==> src/rtl/sftx_pkg.sv <==
`timescale 1ns/1ps
package sftx_pkg;
  localparam int DMAX = 16;
  localparam int NBW  = $clog2(DMAX + 1);
  localparam int IW   = $clog2(DMAX);
  localparam int TW   = $clog2(2 * 16 + 1);

  typedef enum logic [2:0] {
    SEG_IDLE, SEG_START, SEG_DATA, SEG_PAR, SEG_STOP, SEG_GAP
  } seg_e;

  function automatic logic [NBW-1:0] width_of(input logic [3:0] code);
    if (code == 4'd0) return NBW'(4);
    if (code > 4'd13) return NBW'(16);
    return NBW'(code) + NBW'(3);
  endfunction

  function automatic logic [TW-1:0] ticks_per_bit(input logic [1:0] code);
    case (code)
      2'd0:    return TW'(16);
      2'd1:    return TW'(8);
      2'd2:    return TW'(6);
      default: return TW'(4);
    endcase
  endfunction

  function automatic logic [TW-1:0] stop_span(input logic [1:0] stop, input logic [1:0] ovs);
    logic [TW-1:0] full, half;
    full = ticks_per_bit(ovs);
    half = full >> 1;
    case (stop)
      2'd0:    return half;
      2'd1:    return full;
      2'd2:    return full + half;
      default: return full + full;
    endcase
  endfunction

  function automatic logic [DMAX-1:0] low_mask(input logic [NBW-1:0] n);
    logic [DMAX-1:0] m;
    for (int i = 0; i < DMAX; i++) m[i] = (NBW'(i) < n);
    return m;
  endfunction

  function automatic logic [DMAX-1:0] order_bits(input logic [DMAX-1:0] d,
                                                 input logic [NBW-1:0] n,
                                                 input logic msb);
    logic [DMAX-1:0] r;
    logic [NBW-1:0]  k;
    r = '0;
    for (int i = 0; i < DMAX; i++) begin
      k = n - NBW'(1) - NBW'(i);
      if (NBW'(i) < n) r[i] = msb ? d[k[IW-1:0]] : d[i];
    end
    return r;
  endfunction

  function automatic logic parity_of(input logic [DMAX-1:0] d,
                                     input logic [NBW-1:0] n,
                                     input logic odd);
    return (^(d & low_mask(n))) ^ odd;
  endfunction
endpackage

==> src/rtl/sftx_shaper.sv <==
`timescale 1ns/1ps
module sftx_shaper
  import sftx_pkg::*;
(
  input  logic [DMAX-1:0] in_data,
  input  logic [3:0]      len_code,
  input  logic [1:0]      par_code,
  input  logic            msb_first,
  output logic [DMAX-1:0] word,
  output logic [NBW-1:0]  nbits,
  output logic            par_en,
  output logic            par_val
);
  always_comb begin
    nbits   = width_of(len_code);
    word    = order_bits(in_data, nbits, msb_first);
    par_en  = par_code[1];
    par_val = parity_of(in_data, nbits, par_code[0]);
  end
endmodule

==> src/rtl/sftx_seq.sv <==
`timescale 1ns/1ps
module sftx_seq
  import sftx_pkg::*;
(
  input  logic            clk,
  input  logic            rst_n,
  input  logic            tick,
  input  logic            load,
  input  logic [DMAX-1:0] ld_word,
  input  logic [NBW-1:0]  ld_nbits,
  input  logic            ld_par_en,
  input  logic            ld_par_val,
  input  logic            ld_brk,
  input  logic [TW-1:0]   ld_olim,
  input  logic [TW-1:0]   ld_slim,
  output logic            level,
  output logic            idle,
  output logic            done,
  output logic            bit_step,
  output logic            brk_q
);
  seg_e            seg;
  logic [TW-1:0]   tcnt, olim, slim, lim;
  logic [NBW-1:0]  bidx, nb;
  logic [DMAX-1:0] sh;
  logic            pe, pv;

  assign idle     = (seg == SEG_IDLE);
  assign lim      = (seg == SEG_STOP) ? slim : olim;
  assign bit_step = tick && !idle && (tcnt == lim - TW'(1));

  always_ff @(posedge clk or negedge rst_n) begin
    if (!rst_n) begin
      seg <= SEG_IDLE; tcnt <= '0; bidx <= '0; nb <= '0; sh <= '0;
      pe <= 1'b0; pv <= 1'b0; brk_q <= 1'b0; olim <= '0; slim <= '0;
      done <= 1'b0;
    end else begin
      done <= 1'b0;
      if (load) begin
        seg <= SEG_START; tcnt <= '0; bidx <= '0;
        sh <= ld_word; nb <= ld_nbits; pe <= ld_par_en; pv <= ld_par_val;
        brk_q <= ld_brk; olim <= ld_olim; slim <= ld_slim;
      end else if (bit_step) begin
        tcnt <= '0;
        case (seg)
          SEG_START: seg <= SEG_DATA;
          SEG_DATA: begin
            if (bidx == nb - NBW'(1)) seg <= pe ? SEG_PAR : SEG_STOP;
            else begin
              bidx <= bidx + NBW'(1);
              sh   <= sh >> 1;
            end
          end
          SEG_PAR:  seg <= SEG_STOP;
          SEG_STOP: begin
            seg  <= brk_q ? SEG_GAP : SEG_IDLE;
            done <= 1'b1;
          end
          default:  seg <= SEG_IDLE;
        endcase
      end else if (tick && !idle) begin
        tcnt <= tcnt + TW'(1);
      end
    end
  end

  always_comb begin
    case (seg)
      SEG_START: level = 1'b0;
      SEG_DATA:  level = sh[0];
      SEG_PAR:   level = pv;
      default:   level = 1'b1;
    endcase
    if (brk_q && (seg inside {SEG_START, SEG_DATA, SEG_PAR, SEG_STOP})) level = 1'b0;
  end
endmodule

==> src/rtl/sftx_pin.sv <==
`timescale 1ns/1ps
module sftx_pin (
  input  logic level,
  input  logic idle,
  input  logic cfg_invert,
  input  logic cfg_auto_tri,
  output logic tx_out,
  output logic tx_oe
);
  assign tx_out = level ^ cfg_invert;
  assign tx_oe  = !(idle && cfg_auto_tri);
endmodule

==> src/rtl/sframe_tx.sv <==
`timescale 1ns/1ps
module sframe_tx
  import sftx_pkg::*;
(
  input  logic            clk,
  input  logic            rst_n,
  input  logic            tick,
  input  logic [3:0]      len_code,
  input  logic [1:0]      par_code,
  input  logic [1:0]      stop_code,
  input  logic [1:0]      ovs_code,
  input  logic            msb_first,
  input  logic            cfg_invert,
  input  logic            cfg_auto_tri,
  input  logic            in_valid,
  output logic            in_ready,
  input  logic [DMAX-1:0] in_data,
  input  logic            in_break,
  output logic            tx_out,
  output logic            tx_oe,
  output logic            tx_done
);
  logic [DMAX-1:0] word;
  logic [NBW-1:0]  nbits;
  logic            par_en, par_val, level, idle, load, bit_step, brk_q;
  logic [TW-1:0]   olim, slim;

  assign olim     = ticks_per_bit(ovs_code);
  assign slim     = stop_span(stop_code, ovs_code);
  assign in_ready = idle;
  assign load     = in_valid && idle;

  sftx_shaper i_shaper (
    .in_data(in_data), .len_code(len_code), .par_code(par_code),
    .msb_first(msb_first), .word(word), .nbits(nbits),
    .par_en(par_en), .par_val(par_val)
  );

  sftx_seq i_seq (
    .clk(clk), .rst_n(rst_n), .tick(tick), .load(load),
    .ld_word(word), .ld_nbits(nbits), .ld_par_en(par_en), .ld_par_val(par_val),
    .ld_brk(in_break), .ld_olim(olim), .ld_slim(slim),
    .level(level), .idle(idle), .done(tx_done), .bit_step(bit_step), .brk_q(brk_q)
  );

  sftx_pin i_pin (
    .level(level), .idle(idle), .cfg_invert(cfg_invert),
    .cfg_auto_tri(cfg_auto_tri), .tx_out(tx_out), .tx_oe(tx_oe)
  );
endmodule

==> config.mk <==
export PLATFORM = sky130hd
export DESIGN_NAME = sframe_tx
export DESIGN_NICKNAME = d
export VERILOG_FILES = /design/src/rtl/sftx_pkg.sv /design/src/rtl/sftx_shaper.sv /design/src/rtl/sftx_seq.sv /design/src/rtl/sftx_pin.sv /design/src/rtl/sframe_tx.sv
export SDC_FILE = /design/constraint.sdc
export NUM_CORES = 1
export LEC_CHECK = 0
export ABC_AREA = 1
export BUFFER_PORTS_ARGS = -buffer_cell sky130_fd_sc_hd__buf_4
export CAP_MARGIN = 20
export CORE_UTILIZATION = 28
export CTS_BUF_LIST = sky130_fd_sc_hd__clkbuf_2
export DETAILED_ROUTE_END_ITERATION = 7
export PLACE_DENSITY = 0.46
export REMOVE_ABC_BUFFERS = 1
export SLEW_MARGIN = 15
export SYNTH_ARGS = -nofsm -noshare
export SYNTH_HDL_FRONTEND = slang
export SYNTH_HIERARCHICAL = 1
export SYNTH_SLANG_ARGS = --single-unit
==> constraint.sdc <==
create_clock -name clk -period 2.9 [get_ports clk]
set_clock_uncertainty 0.2 [all_clocks]
set_input_delay 0.58 -clock clk [delete_from_list [all_inputs] [get_ports clk]]
set_output_delay 0.58 -clock clk [all_outputs]
set_load 0.02 [all_outputs]
==> results.json <==
{
  "final_core_util_pct": 35.7,
  "timing.slew.headroom_pct": 53.7,
  "startpoint_type": "primary input",
  "worstPathCellList": "buf_4 -> inv_1 -> ha_4 -> nor2_4 -> nand2_4 -> buf_4 -> nand3_4 -> inv_4 -> ha_4 -> inv_4 -> xor2_4 -> buf_12 -> clkbuf_16 -> and2_1 -> o21ai_1 -> o21ai_1 -> nand2_1 -> nand3_2 -> nand3_2 -> inv_1 -> nand2_1 -> nand3_1",
  "timing.max_cap.violations": 0,
  "setup.worst_path.class": "in2reg",
  "vert_die_dim_um": 142,
  "vias": 5634,
  "route.detailed.vias_per_inst": 4.48,
  "seqPwrFrac_pct": 25.1,
  "upper_clock_frequency_limit_mhz": 361,
  "core-area_sq_um": 19000,
  "cts_root_buffer": "clkbuf_2",
  "synth-warning-count": 6,
  "vdd.ir_drop.worst_uv": 184,
  "timing.final.setup_violations": 0,
  "cts-htree-levels": 2,
  "post_synth_inst_count": 903,
  "avgSynthCellArea_sq_um": 6.10,
  "finalCritPeriodShare_pct": 95.4,
  "cts_tree": "yes",
  "grt_pass1_wl_um": 26300,
  "ant_nets": 0,
  "switching_share_pct": 50.7,
  "net_count_reported_at_finish": 1044,
  "final.hold.worst_slack_ns": 0.0816,
  "grt_start_max_net_pins": 52,
  "status": "completed",
  "die_width_um": 142,
  "initial_core_util_pct": 29.0,
  "remaining_drc_errors": 0,
  "power.net_switching_w": 0.00221,
  "track_usage_pct": 16.2,
  "globalRoute.totalOverflow": 0,
  "slew_violations": 0,
  "grt_antenna_before_repair": 1,
  "fillerInstances": 2211,
  "routedWlPerCell_um": 12.4,
  "final-instance-count-excl-fill": 1257,
  "internal_power_w": 0.00215,
  "clk_transition_reported_paths_ns": 0.29,
  "combinationalPowerShare_pct": 67.9,
  "arrival_ns": 2.95,
  "clkLatencyLatePin_ns": 0.47,
  "place_hpwl_um": 12300,
  "first_global_vias": 5397,
  "cp_max_fo": 9,
  "power_density_nw_per_um2": 643,
  "power_frac_clock_pct": 7.0,
  "hp-class": "in2reg",
  "growth_of_design_area_from_synthesis_to_finish_pct": 23.1,
  "ioPinCount": 38,
  "worstMarginPinSlew_ns": 0.694,
  "worstSetupEndpointType": "flip-flop",
  "drt-total-wl_um": 15600,
  "dpl_worst_slack_ns": -0.654,
  "drc_violation_total_after_the_first_tritonroute_iteration": 250,
  "placement_rows": 50,
  "cts_sinks": 51,
  "drtPass1Iterations": 6,
  "mappedNetlistArea_sq_um": 5510,
  "fin_crit_ns": 2.77,
  "floorplan.die_area_sq_um": 20200,
  "critical-path-max-stage-delay_ns": 0.28,
  "leakage_nw": 3.70,
  "critical-path-slowest-cell": "ha_4",
  "cts_made_buffers": 5,
  "critPathRequiredTime_ns": 3.08,
  "cts-root-to-sink-buffers": 2,
  "unrepaired_setup_endpoints_after_global_routing": "true",
  "placed_cells_incl_taps": 1242,
  "final_critical_path_setup_slack_ns": 0.133,
  "gp_congestion": 0.842,
  "place.port_buffers": 37,
  "drive_above_1_share_pct": 21.5,
  "final_hold_viol_count": 0
}
[layout by cell type, fill, tap and decap left out, types with 5 or more instances in the layout]
cell type / count
inv_2: 14
o21ai_0: 50
nor2_4: 9
o21ai_1: 17
inv_1: 120
nand4_1: 12
a21oi_1: 12
nand3_2: 12
nand2_1: 307
clkbuf_2: 6
nand2_2: 14
xnor2_1: 5
ha_1: 11
nand3_1: 116
xor2_1: 8
dfrtp_1: 49
nand2_4: 5
nor2_1: 49
buf_4: 104
[timing repair]
| item | 4_1_cts | 5_1_grt |
|---|---|---|
| hold buffers | 1 | 0 |
| gates resized for setup | 6 | 52 |
| endpoints found under the setup margin | 8 | 18 |
| pin swaps | 0 | 7 |
| buffers inserted | 1 | 4 |
| endpoints found under the hold margin | 51 | 0 |
| cloned | 0 | 1 |
[metal layers]
layer	vias up	share of wire (%)	wire, um	GRT usage (%)
li1	3009	-	-	-
met1	2542	48	7530	20.9
met2	67	49	7600	29.3
met3	16	1.7	263	1.18
met4	0	1.7	263	3.85
met5	-	0	0	0
[metrics by stage]
step | cell area [sq um] | setup TNS (ns) | total power, W
finish | 6790 | 0 | 0.00436
global route | 6790 | -0.0488 | 0.00485
CTS | 6550 | -0.00556 | 0.00423
detailed placement | 6470 | -8.85 | 0.00388
global placement | 6470 | -8.72 | 0.00388
floorplan | 5320 | -18.51 | 0.00303
[worst paths after layout]
path,to,slack (ns),cells after the start,start
max in group asynchronous,i_seq/seg[1],1.54,2,rst_n
hold reg to reg,i_seq/olim[5],0.31,2,i_seq/olim[5]
setup / recovery,i_seq/sh[3],0.13,22,len_code[0]
hold / removal,i_seq/pe,0.08,3,par_code[1]
min in group asynchronous,i_seq/pe,0.44,2,rst_n
setup reg to reg,i_seq/seg[1],0.37,14,i_seq/seg[0]
[state kept, by name (all words and copies together) (netlist names), 3 cells and up]
signal and count:
i_seq/slim 6, i_seq/tcnt 6, i_seq/bidx 5, i_seq/nb 5, i_seq/olim 6, i_seq/sh 16, i_seq/seg 3
[final cells by class]
class / count / area, sq um / share of cell area [%]
inverter: 140 / 533 / 7.85
antenna: 1 / 2.50 / 0.0369
multi-input combinational: 684 / 3680 / 54.3
tap: 260 / 325 / 4.79
clock inverter: 2 / 12.5 / 0.184
clock buffer: 6 / 30.0 / 0.442
sequential: 51 / 1280 / 18.8
timing repair buffer: 113 / 921 / 13.6
[power by group through the flow]
stage | Sequential (W) | Clock [W] | Combinational [W]
final | 0.00110 | 0.000304 | 0.00296
after global routing | 0.00113 | 0.000347 | 0.00338
after CTS | 0.00110 | 0.000324 | 0.00281
after detailed placement | 0.00111 | 0 | 0.00277
after global placement | 0.00111 | 0 | 0.00276
after floorplan | 0.00107 | 0 | 0.00196
[worst max-delay path, delay by kind of cell]
kind	cells	cell delay [ns]
AO/OA/AOI/OAI	2	0.22
XOR/XNOR	1	0.15
adder cells (fa/ha/maj)	2	0.47
buffers and inverters	8	0.71
AND/OR/NAND/NOR	9	0.82
Note: power is estimated with default switching activity, not from simulation.
